`config.mk`:
```
export PLATFORM = sky130hd
export DESIGN_NAME = mcyc_ctrl_fsm
export DESIGN_NICKNAME = d
export VERILOG_FILES = /design/src/rtl/mcyc_ctrl_fsm.sv
export SDC_FILE = /design/constraint.sdc
export NUM_CORES = 1
export LEC_CHECK = 0
export ABC_CLOCK_PERIOD_IN_PS = 2000
export BUFFER_PORTS_ARGS = -buffer_cell sky130_fd_sc_hd__buf_2
export CAP_MARGIN = 10
export CORE_AREA = 2 2 39 41
export DETAILED_ROUTE_END_ITERATION = 16
export DIE_AREA = 0 0 41 43
export SYNTH_ARGS = -nofsm -noshare
export SYNTH_HDL_FRONTEND = slang
export SYNTH_SLANG_ARGS = --single-unit
```
`constraint.sdc`:
```
create_clock -name clk -period 2 [get_ports clk]
set_clock_uncertainty 0.1 [all_clocks]
set_input_delay 0.2 -clock clk [delete_from_list [all_inputs] [get_ports clk]]
set_output_delay 0.2 -clock clk [all_outputs]
set_load 0.005 [all_outputs]
```
`src/rtl/mcyc_ctrl_fsm.sv`:
```
module mcyc_ctrl_fsm #(
  parameter int OPW = 6,
  parameter logic [OPW-1:0] OPC_ALU   = 6'h00,
  parameter logic [OPW-1:0] OPC_JUMP  = 6'h02,
  parameter logic [OPW-1:0] OPC_BRANCH = 6'h04,
  parameter logic [OPW-1:0] OPC_LOAD  = 6'h23,
  parameter logic [OPW-1:0] OPC_STORE = 6'h2B
) (
  input  logic           clk,
  input  logic           rst,
  input  logic [OPW-1:0] opcode,
  output logic           pc_load,
  output logic           pc_load_if_eq,
  output logic           mem_addr_alu,
  output logic           mem_rd,
  output logic           mem_wr,
  output logic           ir_load,
  output logic           wb_from_mem,
  output logic [1:0]     pc_sel,
  output logic [1:0]     alu_mode,
  output logic           alu_a_reg,
  output logic [1:0]     alu_b_sel,
  output logic           rf_we,
  output logic           rf_dst_rd
);

  typedef enum logic [3:0] {
    S_FETCH  = 4'd0,
    S_DECODE = 4'd1,
    S_ADDR   = 4'd2,
    S_MEMRD  = 4'd3,
    S_LDWB   = 4'd4,
    S_STORE  = 4'd5,
    S_EXEC   = 4'd6,
    S_ALUWB  = 4'd7,
    S_JUMP   = 4'd8,
    S_BRANCH = 4'd9
  } state_t;

  state_t state, nxt;

  always_ff @(posedge clk) begin
    if (rst) state <= S_FETCH;
    else     state <= nxt;
  end

  always_comb begin
    nxt = S_FETCH;
    case (state)
      S_FETCH:  nxt = S_DECODE;
      S_DECODE: begin
        if (opcode == OPC_LOAD || opcode == OPC_STORE) nxt = S_ADDR;
        else if (opcode == OPC_ALU)    nxt = S_EXEC;
        else if (opcode == OPC_BRANCH) nxt = S_BRANCH;
        else if (opcode == OPC_JUMP)   nxt = S_JUMP;
        else                           nxt = S_FETCH;
      end
      S_ADDR: begin
        if (opcode == OPC_LOAD)       nxt = S_MEMRD;
        else if (opcode == OPC_STORE) nxt = S_STORE;
        else                          nxt = S_FETCH;
      end
      S_MEMRD: nxt = S_LDWB;
      S_EXEC:  nxt = S_ALUWB;
      default: nxt = S_FETCH;
    endcase
  end

  always_comb begin
    pc_load = 1'b0; pc_load_if_eq = 1'b0; mem_addr_alu = 1'b0;
    mem_rd = 1'b0; mem_wr = 1'b0; ir_load = 1'b0; wb_from_mem = 1'b0;
    pc_sel = 2'b00; alu_mode = 2'b00; alu_a_reg = 1'b0; alu_b_sel = 2'b00;
    rf_we = 1'b0; rf_dst_rd = 1'b0;
    case (state)
      S_FETCH: begin
        mem_rd = 1'b1; ir_load = 1'b1; pc_load = 1'b1; alu_b_sel = 2'b01;
      end
      S_DECODE: alu_b_sel = 2'b11;
      S_ADDR: begin
        alu_a_reg = 1'b1; alu_b_sel = 2'b10;
      end
      S_MEMRD: begin
        mem_rd = 1'b1; mem_addr_alu = 1'b1;
      end
      S_LDWB: begin
        rf_we = 1'b1; wb_from_mem = 1'b1;
      end
      S_STORE: begin
        mem_wr = 1'b1; mem_addr_alu = 1'b1;
      end
      S_EXEC: begin
        alu_a_reg = 1'b1; alu_mode = 2'b10;
      end
      S_ALUWB: begin
        rf_we = 1'b1; rf_dst_rd = 1'b1;
      end
      S_JUMP: begin
        pc_load = 1'b1; pc_sel = 2'b10;
      end
      S_BRANCH: begin
        alu_a_reg = 1'b1; alu_mode = 2'b01; pc_load_if_eq = 1'b1; pc_sel = 2'b01;
      end
      default: ;
    endcase
  end

  p_reset_fetch_r1: assert property (@(posedge clk) rst |=> state == S_FETCH);

  p_fetch_next_r2: assert property (@(posedge clk) disable iff (rst)
    state == S_FETCH |=> state == S_DECODE);

  p_load_dispatch_r4: assert property (@(posedge clk) disable iff (rst)
    (state == S_DECODE && opcode == OPC_LOAD) |=> state == S_ADDR);

  p_ldwb_after_read_r6: assert property (@(posedge clk) disable iff (rst)
    rf_we && wb_from_mem |-> $past(mem_rd) && $past(mem_addr_alu));

  p_exec_to_wb_r8: assert property (@(posedge clk) disable iff (rst)
    state == S_EXEC |=> rf_we && rf_dst_rd);

  p_terminal_return_r11: assert property (@(posedge clk) disable iff (rst)
    (state == S_LDWB || state == S_STORE || state == S_ALUWB ||
     state == S_JUMP || state == S_BRANCH) |=> ir_load);

  p_state_legal_r11: assert property (@(posedge clk) disable iff (rst)
    state <= S_BRANCH);

  p_mem_excl_r12: assert property (@(posedge clk) disable iff (rst)
    !(mem_rd && mem_wr));

  p_pc_write_excl_r12: assert property (@(posedge clk) disable iff (rst)
    $onehot0({pc_load, pc_load_if_eq}));

endmodule

```
# ---- Yosys cells after proc, flatten, opt, wreduce, memory -nomap -nowiden
# Cells that the tools add are included.
dict set report classes {
  n_mux 20
  n_eq_ne 13
  reduce_logical 8
}
# cell n
set op_table {}
lappend op_table {{4-bit one-hot mux with 5 select lines} 1}
lappend op_table {{4-bit by 3-bit equality test with 1-bit output (second input constant)} 4}
lappend op_table {{4-bit two-way mux} 4}
lappend op_table {{6-bit equality test (second input constant)} 2}
lappend op_table {{1-bit two-way mux} 10}
lappend op_table {{4-bit by 2-bit equality test with 1-bit output (second input constant)} 2}
lappend op_table {{4-bit equality test (second input constant)} 2}
lappend op_table {{2-bit one-hot mux with 2 select lines} 2}
lappend op_table {{2-bit OR reduction} 4}
lappend op_table {{6-bit by 2-bit equality test with 1-bit output (second input constant)} 1}
lappend op_table {{6-bit by 3-bit equality test with 1-bit output (second input constant)} 1}
lappend op_table {{6-bit zero test} 1}
lappend op_table {{3-bit two-way mux} 2}
lappend op_table {{2-bit one-hot mux with 3 select lines} 1}
lappend op_table {{4-bit by 1-bit equality test with 1-bit output (second input constant)} 1}
lappend op_table {{4-bit zero test} 1}
lappend op_table {{3-bit OR reduction} 1}
lappend op_table {{1-bit logical OR} 1}
dict set report totals {
  output_inout_bits 16
  ff_bits 4
  inputBits 8
}

# ---- Logic depth before layout (Yosys ltp)
dict set report depth {
  ltp_word 6
  mapped_depth 5
  depth_no_buf 4
}

# ---- Worst setup path before layout
# Ideal clock, no wire load.
dict set report synth_timing {
  kind {reg2reg}
  from {reg state[2]}
  to {reg state[1]}
  t_arrival_ns 1.202
  t_required_ns 1.805
  period_less_slack_ns 1.398
  path_slack_ns 0.602
  setup_time_ns 0.095
  stages_incl_launch_ff 4
  path_cell_list {dfxtp_1 > or4_1 > or4_1 > o311ai_1}
}
dict set report synth_between {
  elab_chain_len 2
}
# element line_no
set synth_rtl {}
lappend synth_rtl {{start, declared} 40} ;# state_t state, nxt;
lappend synth_rtl {{start signal, assigned} 44} ;# else state <= nxt;
lappend synth_rtl {{4-bit by 3-bit equality test with 1-bit output (tied with other cells)} 49} ;# case (state)
lappend synth_rtl {{4-bit one-hot mux with 5 select lines (*)} 49}
# Every way passes the cells marked *; elsewhere a longest branch is shown, timed or not.
# A chain may end at the register's enable or synchronous reset.

# ---- Worst setup path in the final report
dict set report layout_timing {
  from {reg state[1]}
  to {out alu_a_reg}
}
dict set report layout_between {
  elab_chain_len 3
}
# element line_no
set layout_rtl {}
lappend layout_rtl {{4-bit by 2-bit equality test with 1-bit output (tied with other cells)} 74} ;# case (state)
lappend layout_rtl {{3-bit OR reduction (no line) (*)} -}
lappend layout_rtl {{1-bit two-way mux (*)} 74}
lappend layout_rtl {{end, declared} 21} ;# output logic alu_a_reg,
# Marks and branches as above.

==> out/qor.csv <==
stage,metric,value,unit
drt,wire_per_inst,10.8,microns
floorplanning,die_y,43,microns
finish,reg_top3,state: 4 flops,
clocking,clkSinkCount,4,
clocking,clk_pin_slew,0.04,ns
synth,synthTopCellsByArea,"dfxtp_1 21%, nor3_1 12%, nor2_1 7.9%, and2_1 5.0%, xnor2_1 4.6%",
min_path,min_to,state[3]$_SDFF_PP0_,
timing,finalMaxSlewViolations,0,
clocking,cts-root-buf,clkbuf_4,
grt,grt_pass1_wl,1.65,mm
power_and_ir_drop,ir_worst_vdd,0.000369,V
setup_path,critPathArrivalTime,1.45,ns
power_and_ir_drop,p_leak,0.240,nW
clocking,htreeDepth,1,
floorplanning,fp.coreArea,1380,sq um
timing,fin_crit,1.75,ns
synth,synth_cell_types,26,
setup_path,start_kind,flip-flop,
drt,via_per_inst,5.16,
grt,grtUsageMet3,4.71,%
timing,hold_viol,0,
grt,grt_use_met1,21.2,%
synth,async_reset_ff_share,0,%
min_path,worstHoldStart,opcode[4],
setup_path,worstPathMaxFanout,14,
clocking,cts_tree,yes,
timing,max-slew-margin-rel,70.8,%
placed_design,dp_hpwl,793,microns
synth,yosys_most_used_dff,dfxtp_1,
finish,largest_register_ff_count,4,
finish,drive_above_1_share,35.4,%
grt,grt_max_degree,15,
setup_path,end_kind,output pin,
drt,drcViolationCount,0,
synth,syn_nets,65,
status,outcome,"complete, no violations",
setup_path,rr_endpoint,state[1]$_SDFF_PP0_,
floorplanning,die_w,41,microns
synth,synth.top_cell.area_share,21.2,%
timing,finalCritPeriodShare,87.6,%
synth,synth_area,378,sq um
synth,synth-edff-count,0,
clocking,postCtsSetupBuffers,0,
placed_design,port_buffers,23,
grt,grt_overflow,0,
grt,grt_pass1_vias,384,
timing,worstMarginPinSlew,0.434,ns
synth,synth_seq_cells,4,
clocking,cts_buffers,3,
finish,final_nets,89,
floorplanning,rows,14,
setup_path,r2r_cells,3,
timing,timing.fmax,571,MHz
timing,fin_setup_tns,0,ns
clocking,ctsHoldBuffers,0,
finish,n_antenna_cell,0,
clocking,ctsLongestPathBuffers,2,
drt,drt_wl_total,1.02,mm
grt,antenna_found_initial,0,
setup_path,crit_type,reg -> out,
flow_run,cap_violations,0,
synth,synth_top_area_cell,dfxtp_1,
clocking,insertion_delay,0.24,ns
grt,gr-max-usage-layer,met1,
floorplanning,io_pins,24,
placed_design,routabilityCongestion,0.791,
min_path,hold_path.class,in -> reg,
drt,ant_nets,0,
timing,rsz0062_at_grt,no,
synth,synthCells,57,
synth,ys_warn_count,0,
setup_path,required,1.70,ns
synth,ys_seq_area_share,21.2,%
drt,dr.pass1.iters,4,
setup_path,r2r_start,state[3]$_SDFF_PP0_,
finish,top_register,state,
min_path,min_path_cells,2,
timing,setup_viol,0,
power_and_ir_drop,power.density,448,nW/um^2
drt,vias,490,
finish,final_area,520,sq um
synth,syn_area_per_cell,6.63,sq um
finish,area_growth,37.7,%
floorplanning,start_util,27.3,%
drt,drt_iter0_drc,12,
power_and_ir_drop,total_power,0.000233,W
placed_design,place_area,497,sq um
floorplanning,die_area,1760,sq um
finish,fillerInstances,160,
setup_path,r2r_setup_slack,0.48,ns
grt,grt_util_met2,16.3,%
grt,grt_usage,13.7,%
per-layer routing:
| layer | part of all wire (%) | vias up |
|---|---|---|
| met1 | 49 | 214 |
| met4 | 0 | 0 |
| li1 | - | 251 |
| met2 | 43 | 25 |
| met5 | 0 | - |
| met3 | 8.4 | 0 |
cell usage in the layout, fill, tap and decap left out:
cell type	Yosys	final
nand2b_1	2	2
a32oi_1	1	1
a211oi_1	1	1
nor3_1	9	9
clkbuf_4	0	3
and4_1	1	1
and2_1	3	3
a31oi_1	2	2
xnor2_1	2	2
nand2_1	4	4
o41ai_1	1	1
buf_2	1	23
nor2_1	8	8
dfxtp_1	4	3
xor2_1	1	1
or4_1	2	2
o21ai_0	1	1
buf_4	1	1
nand3_1	2	2
o21bai_1	1	1
inv_1	2	2
nor3b_1	1	1
nor4_1	2	2
o311ai_1	1	1
dfxtp_2	0	1
nand4_1	1	1
critical path, stage by stage (launching register included):
cell and delay (ns):
dfxtp_2 0.45, nand2b_1 0.23, nor2_1 0.08, and2_1 0.17, o21bai_1 0.14, buf_2 0.13
cell usage after synthesis, drive strengths merged (2+ instances only):
cell type	number
a31oi	2
and2	3
buf	3
clkbuf	2
dfxtp	4
inv	2
nand2	4
nand2b	2
nand3	2
nor2	8
nor3	9
nor4	2
or4	2
xnor2	2
metrics by stage:
step | instances | util [%] | hold WS [ns] | setup slack (ns)
after global placement | 92 | 35.9 | 0.334 | 0.412
after floorplan | 57 | - | 0.177 | 0.602
final | 95 | 37.6 | 0.100 | 0.249
after CTS | 95 | 37.5 | 0.0890 | 0.113
after global routing | 95 | 37.6 | 0.0909 | 0.0894
after detailed placement | 92 | 35.9 | 0.334 | 0.368
power by group:
group          total [W]  switching (W)  internal [W]  leakage, nW
clock network   0.000100      0.0000332     0.0000671       0.0138
registers      0.0000868     0.00000451     0.0000823       0.0331
logic          0.0000459      0.0000249     0.0000210        0.193
cell type report:
class / instances / area (sq um) / area share [%]
clock buffer: 3 / 22.5 / 4.33
inverter: 2 / 7.51 / 1.44
multi-input combinational: 46 / 267 / 51.2
sequential: 4 / 81.3 / 15.6
tap: 16 / 20.0 / 3.85
timing repair buffer: 24 / 123 / 23.6
logic make-up (layout without fill, tap and decap cells):
logic type / count (synthesis) / in the layout / share of synthesized area, %
AOI/OAI and AO/OA: 8 / 8 / 15.6
xor gates and xnor gates: 3 / 3 / 6.95
buffers and inverters: 7 / 29 / 8.28
DFF: 4 / 4 / 21.2
and+or+nand+nor: 35 / 35 / 48.0
timing repair:
item	in CTS	in global routing
hold endpoints to repair	0	0
resized for setup	0	1
setup endpoints to repair	0	1
worst max-delay path by stage:
stage                                   start             endpoint  slack, ns  depth (start not counted)
after floorplan           state[2]$_SDFF_PP0_  state[1]$_SDFF_PP0_       0.60                          3
after detailed placement  state[1]$_SDFF_PP0_            alu_a_reg       0.37                          5
final                     state[1]$_SDFF_PP0_            alu_a_reg       0.25                          5
after CTS                 state[1]$_SDFF_PP0_            alu_a_reg       0.11                          5
after global placement    state[1]$_SDFF_PP0_            alu_a_reg       0.41                          5
after global routing      state[0]$_SDFF_PP0_            alu_a_reg       0.09                          5
No activity file was read; power rests on OpenSTA's default activity.
